## src/rtl/cfgx_pkg.sv

```systemverilog
package cfgx_pkg;

  localparam logic [1:0] SZ_BYTE = 2'd0;
  localparam logic [1:0] SZ_HALF = 2'd1;
  localparam logic [1:0] SZ_WORD = 2'd2;

  // strobes from control to datapath
  typedef struct packed {
    logic latchReq;
    logic loadBus;
    logic loadOnes;
    logic setTimeout;
    logic errVal;
  } ctrlStrb_t;

  // request checks from datapath to control
  typedef struct packed {
    logic misaligned;
    logic noIssue;
  } reqChk_t;

  function automatic logic [31:0] swap32(input logic [31:0] w);
    logic [31:0] r;
    for (int b = 0; b < 4; b++) r[8*b +: 8] = w[8*(3-b) +: 8];
    return r;
  endfunction

endpackage

```

## src/rtl/cfgx_dpath.sv

```systemverilog
module cfgx_dpath
  import cfgx_pkg::*;
#(
  parameter int BUS_W    = 4,
  parameter int BUS_LSB  = 23,
  parameter int HOST_BIT = 13,
  parameter int TMO_BIT  = 8,
  parameter int DEV_MAX  = 15
) (
  input  logic             clk,
  input  logic             rstN,
  input  ctrlStrb_t        strb,
  output reqChk_t          chk,
  input  logic             hostSlot,
  input  logic             csrWrEn,
  input  logic [BUS_W-1:0] csrWrBusSel,
  input  logic             csrWrTmoClr,
  output logic [31:0]      csrRdData,
  input  logic             reqWrite,
  input  logic             reqSelf,
  input  logic [4:0]       reqDev,
  input  logic [2:0]       reqFunc,
  input  logic [7:0]       reqOffset,
  input  logic [1:0]       reqSize,
  input  logic [31:0]      reqWData,
  output logic             cfgWrite,
  output logic [31:0]      cfgAddr,
  output logic [3:0]       cfgByteEn,
  output logic [31:0]      cfgWData,
  input  logic [31:0]      cfgRData,
  output logic [31:0]      respData,
  output logic             respErr
);

  localparam int BUS_PAD = 8 - BUS_W;

  logic [BUS_W-1:0] busSel;
  logic             tmoFlag;
  logic [1:0]       lOff;
  logic [1:0]       lSize;

  logic [1:0]  off;
  logic [5:0]  regIdx;
  logic [3:0]  hostLanes;
  logic [3:0]  busLanes;
  logic [31:0] sizedW;
  logic [31:0] hostWord;
  logic [31:0] nextAddr;
  logic [15:0] idsel;
  logic [31:0] hostRd;
  logic [31:0] shiftedRd;
  logic [31:0] extractRd;

  assign off    = reqOffset[1:0];
  assign regIdx = reqOffset[7:2];

  always_comb begin
    chk.misaligned = (reqSize == SZ_WORD && off != 2'b00) ||
                     (reqSize == SZ_HALF && off[0]) ||
                     (reqSize == 2'd3);
    chk.noIssue    = !reqSelf && (reqDev > 5'(DEV_MAX));
  end

  always_comb begin
    case (reqSize)
      SZ_BYTE: begin hostLanes = 4'b0001 << off; sizedW = {24'b0, reqWData[7:0]};  end
      SZ_HALF: begin hostLanes = 4'b0011 << off; sizedW = {16'b0, reqWData[15:0]}; end
      default: begin hostLanes = 4'b1111;        sizedW = reqWData;                end
    endcase
    hostWord = sizedW << {off, 3'b000};
  end

  // bus lane 3-k carries host lane k
  for (genvar k = 0; k < 4; k++) begin : g_laneRev
    assign busLanes[3-k] = hostLanes[k];
  end

  always_comb begin
    idsel = 16'b1 << reqDev[3:0];
    if (reqSelf)
      nextAddr = {24'b0, regIdx, 2'b00};
    else if (busSel == '0)
      nextAddr = {idsel, 5'b0, reqFunc, regIdx, 2'b00};
    else
      nextAddr = {8'b0, {BUS_PAD{1'b0}}, busSel, reqDev, reqFunc, regIdx, 2'b01};
  end

  always_ff @(posedge clk) begin
    if (!rstN) begin
      cfgAddr   <= '0;
      cfgByteEn <= '0;
      cfgWData  <= '0;
      cfgWrite  <= 1'b0;
      lOff      <= '0;
      lSize     <= '0;
    end else if (strb.latchReq) begin
      cfgAddr   <= nextAddr;
      cfgByteEn <= busLanes;
      cfgWData  <= swap32(hostWord);
      cfgWrite  <= reqWrite;
      lOff      <= off;
      lSize     <= reqSize;
    end
  end

  always_comb begin
    hostRd    = swap32(cfgRData);
    shiftedRd = hostRd >> {lOff, 3'b000};
    case (lSize)
      SZ_BYTE: extractRd = {24'b0, shiftedRd[7:0]};
      SZ_HALF: extractRd = {16'b0, shiftedRd[15:0]};
      default: extractRd = shiftedRd;
    endcase
  end

  always_ff @(posedge clk) begin
    if (!rstN) begin
      respData <= '0;
      respErr  <= 1'b0;
    end else if (strb.loadOnes) begin
      respData <= '1;
      respErr  <= strb.errVal;
    end else if (strb.loadBus) begin
      respData <= cfgWrite ? '0 : extractRd;
      respErr  <= 1'b0;
    end
  end

  always_ff @(posedge clk) begin
    if (!rstN) begin
      busSel  <= '0;
      tmoFlag <= 1'b0;
    end else begin
      if (csrWrEn) busSel <= csrWrBusSel;
      if (strb.setTimeout) tmoFlag <= 1'b1;
      else if (csrWrEn && csrWrTmoClr) tmoFlag <= 1'b0;
    end
  end

  always_comb begin
    csrRdData = '0;
    csrRdData[BUS_LSB +: BUS_W] = busSel;
    csrRdData[HOST_BIT]         = hostSlot;
    csrRdData[TMO_BIT]          = tmoFlag;
  end

  AST_TMO_SOURCE: assert property (@(posedge clk) disable iff (!rstN)
    $rose(tmoFlag) |-> $past(strb.setTimeout)) else $error("tmo");
  AST_ONES_ON_ABORT: assert property (@(posedge clk) disable iff (!rstN)
    strb.loadOnes |=> (respData == 32'hFFFF_FFFF)) else $error("ones");
  AST_BE_LIVE: assert property (@(posedge clk) disable iff (!rstN)
    (strb.latchReq && !chk.misaligned) |=> (cfgByteEn != 4'b0000)) else $error("be");

endmodule

```

## src/rtl/cfgx_ctrl.sv

```systemverilog
module cfgx_ctrl
  import cfgx_pkg::*;
#(
  parameter int TMO_CYCLES = 5
) (
  input  logic      clk,
  input  logic      rstN,
  input  logic      reqValid,
  input  logic      hostSlot,
  input  reqChk_t   chk,
  input  logic      cfgDevsel,
  output ctrlStrb_t strb,
  output logic      busy,
  output logic      respDone,
  output logic      cfgStart,
  output logic      cfgActive
);

  localparam int CW = $clog2(TMO_CYCLES + 1);
  localparam logic [CW-1:0] LAST = CW'(TMO_CYCLES - 1);

  typedef enum logic [1:0] {ST_IDLE, ST_ACT, ST_FIN} state_e;

  state_e        state, stateNxt;
  logic [CW-1:0] cnt, cntNxt;

  always_comb begin
    strb     = '0;
    stateNxt = state;
    cntNxt   = cnt;
    case (state)
      ST_IDLE: begin
        cntNxt = '0;
        if (reqValid) begin
          strb.latchReq = 1'b1;
          if (!hostSlot || chk.misaligned) begin
            strb.loadOnes = 1'b1;
            strb.errVal   = 1'b1;
            stateNxt      = ST_FIN;
          end else if (chk.noIssue) begin
            strb.loadOnes = 1'b1;
            stateNxt      = ST_FIN;
          end else begin
            stateNxt = ST_ACT;
          end
        end
      end
      ST_ACT: begin
        if (cfgDevsel) begin
          strb.loadBus = 1'b1;
          stateNxt     = ST_FIN;
        end else if (cnt == LAST) begin
          strb.loadOnes   = 1'b1;
          strb.setTimeout = 1'b1;
          stateNxt        = ST_FIN;
        end else begin
          cntNxt = cnt + 1'b1;
        end
      end
      default: stateNxt = ST_IDLE;
    endcase
  end

  always_ff @(posedge clk) begin
    if (!rstN) begin
      state <= ST_IDLE;
      cnt   <= '0;
    end else begin
      state <= stateNxt;
      cnt   <= cntNxt;
    end
  end

  assign busy      = (state != ST_IDLE);
  assign respDone  = (state == ST_FIN);
  assign cfgActive = (state == ST_ACT);
  assign cfgStart  = cfgActive && (cnt == '0);

  AST_DONE_PULSE: assert property (@(posedge clk) disable iff (!rstN)
    respDone |=> !respDone) else $error("done");
  AST_START_SINGLE: assert property (@(posedge clk) disable iff (!rstN)
    cfgStart |=> !cfgStart) else $error("start");
  AST_NO_CYCLE_REJECT: assert property (@(posedge clk) disable iff (!rstN)
    (!busy && reqValid && chk.misaligned) |=> !cfgActive) else $error("rej");
  AST_NO_CYCLE_NOHOST: assert property (@(posedge clk) disable iff (!rstN)
    (!busy && reqValid && !hostSlot) |=> !cfgActive) else $error("host");

endmodule

```

## src/rtl/cfg_cycle_xlate.sv

```systemverilog
module cfg_cycle_xlate
  import cfgx_pkg::*;
#(
  parameter int TMO_CYCLES = 5,
  parameter int BUS_W      = 4,
  parameter int BUS_LSB    = 23,
  parameter int HOST_BIT   = 13,
  parameter int TMO_BIT    = 8,
  parameter int DEV_MAX    = 15
) (
  input  logic             clk,
  input  logic             rstN,
  input  logic             hostSlot,
  input  logic             csrWrEn,
  input  logic [BUS_W-1:0] csrWrBusSel,
  input  logic             csrWrTmoClr,
  output logic [31:0]      csrRdData,
  input  logic             reqValid,
  input  logic             reqWrite,
  input  logic             reqSelf,
  input  logic [4:0]       reqDev,
  input  logic [2:0]       reqFunc,
  input  logic [7:0]       reqOffset,
  input  logic [1:0]       reqSize,
  input  logic [31:0]      reqWData,
  output logic             busy,
  output logic             respDone,
  output logic [31:0]      respData,
  output logic             respErr,
  output logic             cfgStart,
  output logic             cfgActive,
  output logic             cfgWrite,
  output logic [31:0]      cfgAddr,
  output logic [3:0]       cfgByteEn,
  output logic [31:0]      cfgWData,
  input  logic             cfgDevsel,
  input  logic [31:0]      cfgRData
);

  ctrlStrb_t strb;
  reqChk_t   chk;

  cfgx_ctrl #(.TMO_CYCLES(TMO_CYCLES)) u_ctrl (
    .clk(clk), .rstN(rstN), .reqValid(reqValid), .hostSlot(hostSlot),
    .chk(chk), .cfgDevsel(cfgDevsel), .strb(strb), .busy(busy),
    .respDone(respDone), .cfgStart(cfgStart), .cfgActive(cfgActive)
  );

  cfgx_dpath #(
    .BUS_W(BUS_W), .BUS_LSB(BUS_LSB), .HOST_BIT(HOST_BIT),
    .TMO_BIT(TMO_BIT), .DEV_MAX(DEV_MAX)
  ) u_dpath (
    .clk(clk), .rstN(rstN), .strb(strb), .chk(chk), .hostSlot(hostSlot),
    .csrWrEn(csrWrEn), .csrWrBusSel(csrWrBusSel), .csrWrTmoClr(csrWrTmoClr),
    .csrRdData(csrRdData), .reqWrite(reqWrite), .reqSelf(reqSelf),
    .reqDev(reqDev), .reqFunc(reqFunc), .reqOffset(reqOffset),
    .reqSize(reqSize), .reqWData(reqWData), .cfgWrite(cfgWrite),
    .cfgAddr(cfgAddr), .cfgByteEn(cfgByteEn), .cfgWData(cfgWData),
    .cfgRData(cfgRData), .respData(respData), .respErr(respErr)
  );

endmodule

```

## config.mk

```make
export PLATFORM = sky130hd
export DESIGN_NAME = cfg_cycle_xlate
export DESIGN_NICKNAME = d
export VERILOG_FILES = /design/src/rtl/cfgx_pkg.sv /design/src/rtl/cfgx_dpath.sv /design/src/rtl/cfgx_ctrl.sv /design/src/rtl/cfg_cycle_xlate.sv
export SDC_FILE = /design/constraint.sdc
export NUM_CORES = 1
export LEC_CHECK = 0
export CAP_MARGIN = 25
export CORE_ASPECT_RATIO = 1.1
export CORE_MARGIN = 1.5
export CORE_UTILIZATION = 39
export DETAILED_ROUTE_END_ITERATION = 10
export GPL_TIMING_DRIVEN = 0
export PLACE_DENSITY = 0.78
export SYNTH_ARGS = -nofsm -noshare
export SYNTH_HDL_FRONTEND = slang
export SYNTH_SLANG_ARGS = --single-unit
```

## constraint.sdc

```tcl
create_clock -name clk -period 1.8 [get_ports clk]
set_clock_uncertainty 0.1 [all_clocks]
set_input_delay 0.36 -clock clk [delete_from_list [all_inputs] [get_ports clk]]
set_output_delay 0.36 -clock clk [all_outputs]
set_load 0.005 [all_outputs]
```

==> results of run 1 <==
## sequential cells by signal, summed over array words and instances, names as in the netlist
signal / flops
u_dpath.lOff: 2
u_dpath.cfgWData: 32
u_dpath.lSize: 2
u_ctrl.state: 2
u_dpath.busSel: 4
u_dpath.respErr: 1
u_dpath.tmoFlag: 1
u_dpath.cfgByteEn: 4
u_dpath.respData: 32
u_dpath.cfgWrite: 1
u_dpath.cfgAddr: 31
u_ctrl.cnt: 3
## cell type report
| cell class | count | area, sq um |
|---|---|---|
| clock inverter | 10 | 131 |
| inverter | 6 | 22.5 |
| buffer | 74 | 509 |
| multi-input combinational | 471 | 3140 |
| sequential | 115 | 2320 |
| tap | 188 | 235 |
| fill | 1196 | 4920 |
| clock buffer | 21 | 460 |
| timing repair buffer | 222 | 2170 |
## kinds of logic after synthesis
| kind of cell | count (synthesis) | synth area share |
|---|---|---|
| flops | 115 | 0.411 |
| buf+inv | 85 | 0.0811 |
| compound gates | 191 | 0.229 |
| other cells | 1 | 0.000670 |
| simple gates | 213 | 0.204 |
| mux | 38 | 0.0699 |
| fa+ha+maj | 2 | 0.00447 |
## critical path, cell delays in order, from the launching register on
cell	delay [ps]
sky130_fd_sc_hd__dfxtp_2	320
sky130_fd_sc_hd__buf_6	120
sky130_fd_sc_hd__or3b_4	400
sky130_fd_sc_hd__buf_12	150
sky130_fd_sc_hd__nor3b_4	230
sky130_fd_sc_hd__buf_4	160
sky130_fd_sc_hd__nand4b_4	150
sky130_fd_sc_hd__o21ai_1	150
## worst paths after layout
kind | end | slack (ps) | startpoint
setup / recovery | u_dpath.cfgAddr[21] | -50 | u_ctrl.state[0]
hold / removal | u_dpath.busSel[1] | 280 | csrWrEn
setup reg to reg | u_dpath.cfgAddr[21] | -50 | u_ctrl.state[0]
hold reg to reg | u_dpath.cfgAddr[22] | 350 | u_dpath.cfgAddr[22]
## routing by layer
| metal | routed length, um | vias to the layer above | share of wire | GRT usage |
|---|---|---|---|---|
| met5 | 0 | - | 0 | 0 |
| met4 | 636 | 0 | 0.033 | 0.118 |
| met3 | 1330 | 48 | 0.069 | 0.0584 |
| met2 | 9380 | 246 | 0.49 | 0.423 |
| met1 | 7850 | 2682 | 0.41 | 0.307 |
| li1 | - | 2786 | - | - |
## metrics by stage
step,cells,hold slack (ps),utilization,TNS [ps],worst slack [ps]
final,1107,281,0.646,-275,-50.7
after global routing,1107,295,0.646,-1590,-107
after CTS,1105,263,0.636,-301,-80.7
after detailed placement,1062,340,0.573,-69620,-1010
after global placement,1062,335,0.573,-65880,-991
after floorplan,671,340,-,0,26.6
## power by group through the flow
stage / clock, mW / sequential, mW / combinational (mW)
floorplan: 0 / 2.87 / 0.611
global placement: 0 / 2.86 / 1.36
detailed placement: 0 / 2.87 / 1.38
CTS: 3.42 / 2.83 / 1.45
global route: 3.55 / 2.85 / 1.62
finish: 3.39 / 2.83 / 1.50
## synth_stat cells, drive strengths merged, types with 8 or more instances
master    n  area, sq um
a21boi   41          308
a21oi    25          125
a222oi    8         80.1
a22oi    36          270
a32o      9         90.1
and2     11         68.8
buf      43          297
clkbuf   36          135
dfxtp   115         2300
mux2      9          101
mux2i    29          290
nand2    54          203
nand3    34          170
nor2     35          131
nor2b    39          244
o211ai    9         67.6
o21ai    57          285
## layout by cell type, fill, tap and decap left out, types with 18 or more instances in the layout
cell / netlist / layout
sky130_fd_sc_hd__clkdlybuf4s50_1: 0 / 189
sky130_fd_sc_hd__nand3_1: 34 / 32
sky130_fd_sc_hd__a21boi_0: 38 / 24
sky130_fd_sc_hd__nor2_1: 35 / 33
sky130_fd_sc_hd__clkbuf_1: 36 / 18
sky130_fd_sc_hd__a22oi_1: 36 / 34
sky130_fd_sc_hd__conb_1: 1 / 27
sky130_fd_sc_hd__mux2i_1: 29 / 29
sky130_fd_sc_hd__nand2_1: 54 / 54
sky130_fd_sc_hd__dfxtp_1: 115 / 104
sky130_fd_sc_hd__buf_4: 29 / 45
sky130_fd_sc_hd__o21ai_0: 51 / 48
sky130_fd_sc_hd__nor2b_1: 39 / 38
sky130_fd_sc_hd__a21oi_1: 25 / 23
## timing repair
action	CTS	global route
cloned	1	0
setup buffers	14	4
pin swaps	12	15
resized for setup	87	65
setup endpoints to repair	116	97
==> implementation parameters, run 1 <==
Parameter                              Value

Power
  Clock Power Share    0.439
  Switching share of total power    0.251
  Power per cell area    859 nW/um^2
  Internal power summed over all cells    5.78 mW
  Leak pwr    3.51 nW
  Pwr Total    7.72 mW
  Part of the power in combinational logic    0.195
  Part of the power in registers    0.366
  Worst IR Drop VDD    0.680 mV
  Switching power summed over all nets    between 1.5 and 2 mW

Layout
  Total number of nets in the final design    1004
  Summed area of non-filler cells in the final layout    8990 sq um
  Diodes inserted    0
  Share of cells above drive strength 1    0.181
  Area grow syn2layout    60.5%

Floorplan
  # IOs    233
  Core region area    around 14000 sq um
  Width of the die    approximately 120 um
  Height of the chip    129 um
  Initial cell density of the core    0.403
  Row count    45
  Area of the die    15100 sq um

Timing
  Hold violation total from the final report    0
  Post-route setup slack    -50.7 ps
  Shortest period the worst path allows    between 1500 and 2000 ps
  Count of endpoints failing setup in the final report    9
  Setup repair after global routing missed its margin    true
  Period utilization    1.03
  Transition at the pin with the smallest max-transition slack    565 ps
  Fmax    around 540 MHz
  Relative max-transition margin    0.623
  Pins over their slew limit    0

GRT
  Total Routing Usage GR    0.253
  Maximum number of pins on one net before global-route repair    17
  Global-route wire length before repair    29.0 mm
  Number of global-route vias before repair    ~5500
  Number of antenna violations at the first check in global routing    0
  Total global routing overflow    0

Drt
  Post-DRT Antenna Nets    0
  First-pass detailed-route iteration total    5
  DRC    0
  Iteration-0 DRC count of the detailed router    386
  Vias    5762
  Avg WL per Cell    around 17 um
  Vias per std cell    5.21
  Overall routed net length    19.2 mm

Clocking
  Clock Tree Root    sky130_fd_sc_hd__clkbuf_16
  Num CTS Buffers    17
  Number of H-tree levels    4
  Clk buf depth    2
  Number of sinks handled by clock tree synthesis    ~120
  TritonCTS clock tree    yes
  Clock insertion delay at the later pin of the skew report    420 ps
  CTS Hold Buffers Added    0
  CTS clk-pin slew, worst paths    50 ps

Placed design
  Weighted congestion at the end of routability-driven global placement    about 0.9
  Detailed placement HPWL    14.2 mm
  # port buffers    203
  Cell area reported after detailed placement    roughly 8000 sq um

Setup path
  Depth of the worst register-to-register path    7
  Setup crit end kind    register
  Crit Path Class    reg -> reg
  Critical path required time    2050 ps
  Crit path max fanout    7
  Arr. time, crit path    2100 ps
  Kind of launch point of the worst setup path    register

Yosys
  Number of enable flip-flop cells after synthesis    0
  Number of warnings printed during yosys synthesis    0
  Synth async-reset ratio    0
  Post-synthesis area per instance    around 8.7 sq um
  Flip-flop and latch count after synthesis    roughly 120
  Post-synthesis cell type count    48
  Synth Flop Type    sky130_fd_sc_hd__dfxtp_1
  Area of the mapped netlist    5600 sq um
  Fraction of the yosys area taken by sequential cells    0.411
  Mapped Cells    645

Min path
  Min-delay worst type    in -> reg
  Cell depth of the worst hold path    3

Outcome
  Violated checks    negative setup slack
  Status    finished with violations

Flow run
  Max-cap viol count    0
No activity file was read; power rests on OpenSTA's default activity.
==> run 2: changes to the inputs <==
- CORE_UTILIZATION: 39 -> 57
- DONT_BUFFER_PORTS: not set -> 1
- PLACE_DENSITY: 0.78 -> 0.76
==> run 2 against run 1 <==
  * The flow still finishes with violations (negative setup slack)
  * Combinational power shrank 34%
  * First-iteration DRC count shrank 2.6%
  * Worst setup slack lost 79 ps
  * Die area shrank 31%
  * Sequential share of layout area grew 5.8 points
  * Clock power grew 8.3%
  * Critical path type unchanged
  * Critical endpoint is now u_dpath.cfgAddr[23]
==> implementation parameters, run 2 (synthesis gave the netlist of run 1 again) <==
Parameter                              Value

Layout
  Commonest non-fill, non-tap cell in the layout    sky130_fd_sc_hd__dfxtp_1
  Share of cells above drive strength 1    0.201
  Total number of nets in the final design    847
  Utilization after layout    0.776
  Area grow syn2layout    30.8%
  Number of standard cells in the final layout excluding fillers    880
  Top Registers    u_dpath.cfgWData (32), u_dpath.respData (32), u_dpath.cfgAddr (31)
  Total area of multi-input combinational cells    3130 sq um
  Number of fillers in the final layout    666
  Diodes inserted    0
  Most frequent cells in the layout    sky130_fd_sc_hd__dfxtp_1, sky130_fd_sc_hd__nand2_1, sky130_fd_sc_hd__o21ai_0, sky130_fd_sc_hd__buf_4, sky130_fd_sc_hd__dlygate4sd3_1
  Summed area of non-filler cells in the final layout    roughly 7300 sq um
  Flip-flop and latch area    roughly 2300 sq um

Setup path
  Arr. time, crit path    2290 ps
  Depth of the worst register-to-register path    7
  Worst reg2reg setup slack    -130 ps
  Destination of the worst register-to-register timing path    u_dpath.cfgAddr[23]
  Crit Path Class    reg -> reg
  Startpoint of the worst-slack reg-to-reg timing path    u_ctrl.state[0]
  Kind of launch point of the worst setup path    register
  Critical path required time    2160 ps
  Crit path max fanout    8
  Setup crit end kind    register

Floorplan
  Core region area    about 9400 sq um
  Row count    37
  Area of the die    between 10000 and 15000 sq um
  Height of the chip    107 um
  Width of the die    between 90 and 100 um
  # IOs    233
  Initial cell density of the core    0.593

Clocking
  Clock insertion delay at the later pin of the skew report    530 ps
  Number of H-tree levels    4
  Num CTS Buffers    17
  Clock Tree Root    sky130_fd_sc_hd__clkbuf_8
  CTS clk-pin slew, worst paths    roughly 60 ps
  Number of sinks handled by clock tree synthesis    115
  TritonCTS clock tree    yes
  Clk buf depth    2

Placed design
  Worst-case setup slack after placement    -315 ps
  Cell area reported after detailed placement    5850 sq um
  Detailed placement HPWL    about 12 mm
  # port buffers    0
  Weighted congestion at the end of routability-driven global placement    0.931
  Number of placed instances with taps included    about 800

Timing
  Final Hold Slack    26.1 ps
  Hold violation total from the final report    0
  Setup TNS after final layout    -1730 ps
  Setup repair after global routing missed its margin    true
  Pins over their slew limit    0
  Period utilization    1.07
  Count of endpoints failing setup in the final report    38
  Relative max-transition margin    0.617
  Post-route setup slack    -130 ps
  Fmax    between 500 and 600 MHz
  Shortest period the worst path allows    approximately 1900 ps
  Transition at the pin with the smallest max-transition slack    572 ps

Power
  Leak pwr    2.85 nW
  Pwr Total    7.54 mW
  Worst IR Drop VDD    0.636 mV
  Power per cell area    approximately 1000 nW/um^2

Flow run
  Max-cap viol count    0

Drt
  Vias per std cell    roughly 6.2
  Post-DRT Antenna Nets    0
  Avg WL per Cell    between 20 and 25 um
  Overall routed net length    18.6 mm
  DRC    0
  First-pass detailed-route iteration total    6
  Vias    about 5500
  Iteration-0 DRC count of the detailed router    376

Min path
  Cell depth of the worst hold path    3
  Min-delay worst type    in -> reg
  Min-delay src    cfgRData[3]
  Worst min-delay path endpoint    u_dpath.respData[11]

GRT
  Maximum number of pins on one net before global-route repair    17
  Total global routing overflow    0
  Total Routing Usage GR    0.336
  Global-route wire length before repair    27.5 mm
  Number of antenna violations at the first check in global routing    0
  Number of global-route vias before repair    between 5000 and 6000

Outcome
  Status    finished with violations
  Violated checks    negative setup slack
-- run 2: worst max-delay path by stage --
stage	depth (start not counted)	start	to	slack [ps]
floorplan	6	reqOffset[1]	u_dpath.respData[6]	30
global placement	6	reqOffset[1]	u_dpath.respData[6]	-270
detailed placement	6	reqOffset[1]	u_dpath.respData[30]	-320
CTS	3	u_ctrl.state[1]	cfgStart	-60
global route	6	u_ctrl.state[0]	u_dpath.cfgAddr[19]	-200
finish	7	u_ctrl.state[0]	u_dpath.cfgAddr[23]	-130
-- run 2: worst max-delay path, stage by stage (launching register included) --
cell	delay [ps]
sky130_fd_sc_hd__dfxtp_2	330
sky130_fd_sc_hd__buf_6	140
sky130_fd_sc_hd__or3b_4	420
sky130_fd_sc_hd__buf_12	160
sky130_fd_sc_hd__nor3b_4	220
sky130_fd_sc_hd__buf_6	170
sky130_fd_sc_hd__nand4_1	150
sky130_fd_sc_hd__o21ai_1	170
-- run 2: routing by layer --
metal / vias to the layer above / part of all wire / GRT usage / routed length, um
met4: 0 / 0.033 / 0.168 / 612
met5: - / 0 / 0 / 0
met2: 340 / 0.50 / 0.579 / 9330
met3: 62 / 0.10 / 0.106 / 1890
li1: 2487 / - / - / -
met1: 2594 / 0.36 / 0.374 / 6740
-- run 2: timing repair --
item	4_1_cts	5_1_grt
endpoints found under the setup margin	100	91
pin swaps	20	12
gates resized for setup	37	49
buffers inserted	10	11
hold endpoints to repair	65	1
hold buffers	41	1
-- run 2: where the power goes --
part	internal [mW]	leakage, nW	switching, mW
logic	0.460	1.60	0.534
registers	2.72	0.947	0.155
clock network	2.40	0.301	1.27
total	5.58	2.85	1.96
-- run 2: final cells by class --
cell class,count,area share
multi-input cells,471,0.427
flip-flops and latches,115,0.316
repair buffers,63,0.0822
plain buffers,76,0.0641
clock buffers,17,0.0565
clock inverters,15,0.0318
well taps,117,0.0200
inverters,6,0.00307
==> run 3: changes to the inputs <==
- MAX_ROUTING_LAYER: not set -> met4
==> run 3 against run 2 <==
  * The run still ends with negative setup slack left
  * Clock power fell by 4%
  * Cell count up 1.3%
  * Register-to-register slack worse by 50 ps
  * Critical path type unchanged
  * Critical endpoint is now u_dpath.cfgAddr[30]
  * Routed wire length grew 7.2%
  * Global-route usage increased by 1.4 points
  * Power is 1.5% lower
  * Flip-flop and latch count unchanged
  * Worst setup slack lost 47 ps
  * Hold slack lost 8.5 ps
  * Cell area grew 1.3%
  * Via count up 4.0%
  * Non-clock buffer count increased by 11
==> implementation parameters, run 3 (synthesis gave the netlist of run 1 again) <==
Parameter                              Value

Outcome
  Status    finished with violations
  Violated checks    negative setup slack

Setup path
  Crit Path Class    reg -> reg
  Cell-by-cell trace of the critical path    buf_6, or3b_4, buf_12, nor3b_4, buf_6, buf_4, nand4_1, a21boi_1
  Kind of launch point of the worst setup path    register
  Critical path required time    about 2200 ps
  Startpoint of the worst-slack reg-to-reg timing path    u_ctrl.state[0]
  Arr. time, crit path    between 2000 and 2500 ps
  Setup crit end kind    register
  Crit path max fanout    6
  Max incr delay on CP    410 ps
  Worst reg2reg setup slack    -180 ps
  Depth of the worst register-to-register path    8
  Destination of the worst register-to-register timing path    u_dpath.cfgAddr[30]
  Dominant cell type by count on the critical path    sky130_fd_sc_hd__buf_6
  Slowest cell on the critical path    sky130_fd_sc_hd__or3b_4

Flow run
  Max-cap viol count    0

Timing
  Fmax    506 MHz
  Period utilization    1.10
  Pins over their slew limit    0
  Hold violation total from the final report    0
  Shortest period the worst path allows    ~2000 ps
  Relative max-transition margin    0.589
  Count of endpoints failing setup in the final report    34
  Final Hold Slack    17.6 ps
  Setup TNS after final layout    -2000 ps
  Transition at the pin with the smallest max-transition slack    about 610 ps
  Post-route setup slack    -177 ps
  Setup repair after global routing missed its margin    true

Floorplan
  Core region area    9440 sq um
  Initial cell density of the core    0.593
  Area of the die    10400 sq um
  Width of the die    97.5 um
  Height of the chip    107 um
  Row count    37
  # IOs    233

Layout
  Diodes inserted    0
  Utilization after layout    0.786
  Commonest non-fill, non-tap cell in the layout    sky130_fd_sc_hd__dfxtp_1
  Top Registers    u_dpath.cfgWData (32), u_dpath.respData (32), u_dpath.cfgAddr (31)
  Most frequent cells in the layout    sky130_fd_sc_hd__dfxtp_1, sky130_fd_sc_hd__buf_4, sky130_fd_sc_hd__nand2_1
  Area grow syn2layout    32.5%
  Share of cells above drive strength 1    0.214
  Number of standard cells in the final layout excluding fillers    891
  Total number of nets in the final design    858

Placed design
  # port buffers    0
  Weighted congestion at the end of routability-driven global placement    0.949
  Detailed placement HPWL    12.4 mm
  Number of placed instances with taps included    788

Clocking
  Num CTS Buffers    17
  TritonCTS clock tree    yes
  Number of H-tree levels    4
  Number of sinks handled by clock tree synthesis    115
  Clk buf depth    2
  Clock insertion delay at the later pin of the skew report    530 ps
  Clock Tree Root    sky130_fd_sc_hd__clkbuf_8
  CTS clk-pin slew, worst paths    60 ps

Power
  Leak pwr    between 2 and 3 nW
  Worst IR Drop VDD    0.724 mV
  Power per cell area    between 1000 and 1500 nW/um^2

Drt
  Overall routed net length    19.9 mm
  DRC    0
  Post-DRT Antenna Nets    0
  Iteration-0 DRC count of the detailed router    between 500 and 600
  Avg WL per Cell    around 22 um
  First-pass detailed-route iteration total    8
  Vias    between 5000 and 6000
  Vias per std cell    6.40

Min path
  Worst min-delay path endpoint    u_dpath.respData[12]
  Min-delay src    cfgRData[4]
  Min-delay worst type    in -> reg
  Cell depth of the worst hold path    3

GRT
  Total Routing Usage GR    0.350
  Global-route wire length before repair    ~28 mm
  Maximum number of pins on one net before global-route repair    17
  Number of global-route vias before repair    5376
  Total global routing overflow    0
  Number of antenna violations at the first check in global routing    0
-- run 3: final cells by class --
cell class                 instances  area, sq um
multi-input combinational        471         3150
clock buffer                      22          453
clock inverter                    10          155
fill                             625         2030
inverter                           6         22.5
tap                              117          146
buffer                            76          479
sequential                       115         2310
timing repair buffer              74          699
-- run 3: critical path, delay by kind of cell, from the launching register on --
kind	cells	cell delay, ps
AO/OA/AOI/OAI	1	170
AND/OR/NAND/NOR	3	770
buffers and inverters	4	540
flip-flops	1	320
-- run 3: how the worst max path moves through the flow --
stage                                from                   to  slack, ps
after floorplan              reqOffset[1]  u_dpath.respData[6]         30
after global placement       reqOffset[1]  u_dpath.respData[6]       -280
after detailed placement     reqOffset[1]  u_dpath.respData[6]       -340
after CTS                 u_ctrl.state[0]  u_dpath.cfgAddr[20]        -80
after global routing      u_ctrl.state[0]  u_dpath.cfgAddr[26]       -220
final                     u_ctrl.state[0]  u_dpath.cfgAddr[30]       -180
-- run 3: layer usage --
metal | up-vias | share of wire | wire, um | track usage
met1 | 2678 | 0.35 | 7010 | 0.389
li1 | 2499 | - | - | -
met3 | 89 | 0.11 | 2180 | 0.0965
met4 | 0 | 0.041 | 826 | 0.201
met5 | - | 0 | 0 | -
met2 | 437 | 0.50 | 9900 | 0.570
-- run 3: power breakdown --
group	total, mW	switching (mW)	internal, mW
Combinational	1.04	0.556	0.482
Clock	3.51	1.20	2.31
Sequential	2.88	0.160	2.72
Total	7.43	1.92	5.51
-- run 3: metrics by stage --
step	worst slack, ps	instance area [sq um]	power (mW)
final	-177	7420	7.43
after global routing	-220	7420	7.63
after CTS	-80.7	7150	7.28
after detailed placement	-338	5850	3.69
after global placement	-278	5850	3.66
after floorplan	26.6	5700	3.48
-- run 3: what timing repair did --
| item | in CTS | in global routing |
|---|---|---|
| gates cloned | 0 | 1 |
| pin swaps | 19 | 13 |
| setup endpoints to repair | 98 | 84 |
| hold endpoints to repair | 64 | 8 |
| resized for setup | 43 | 52 |
| hold buffers | 40 | 2 |
| buffers inserted | 18 | 13 |
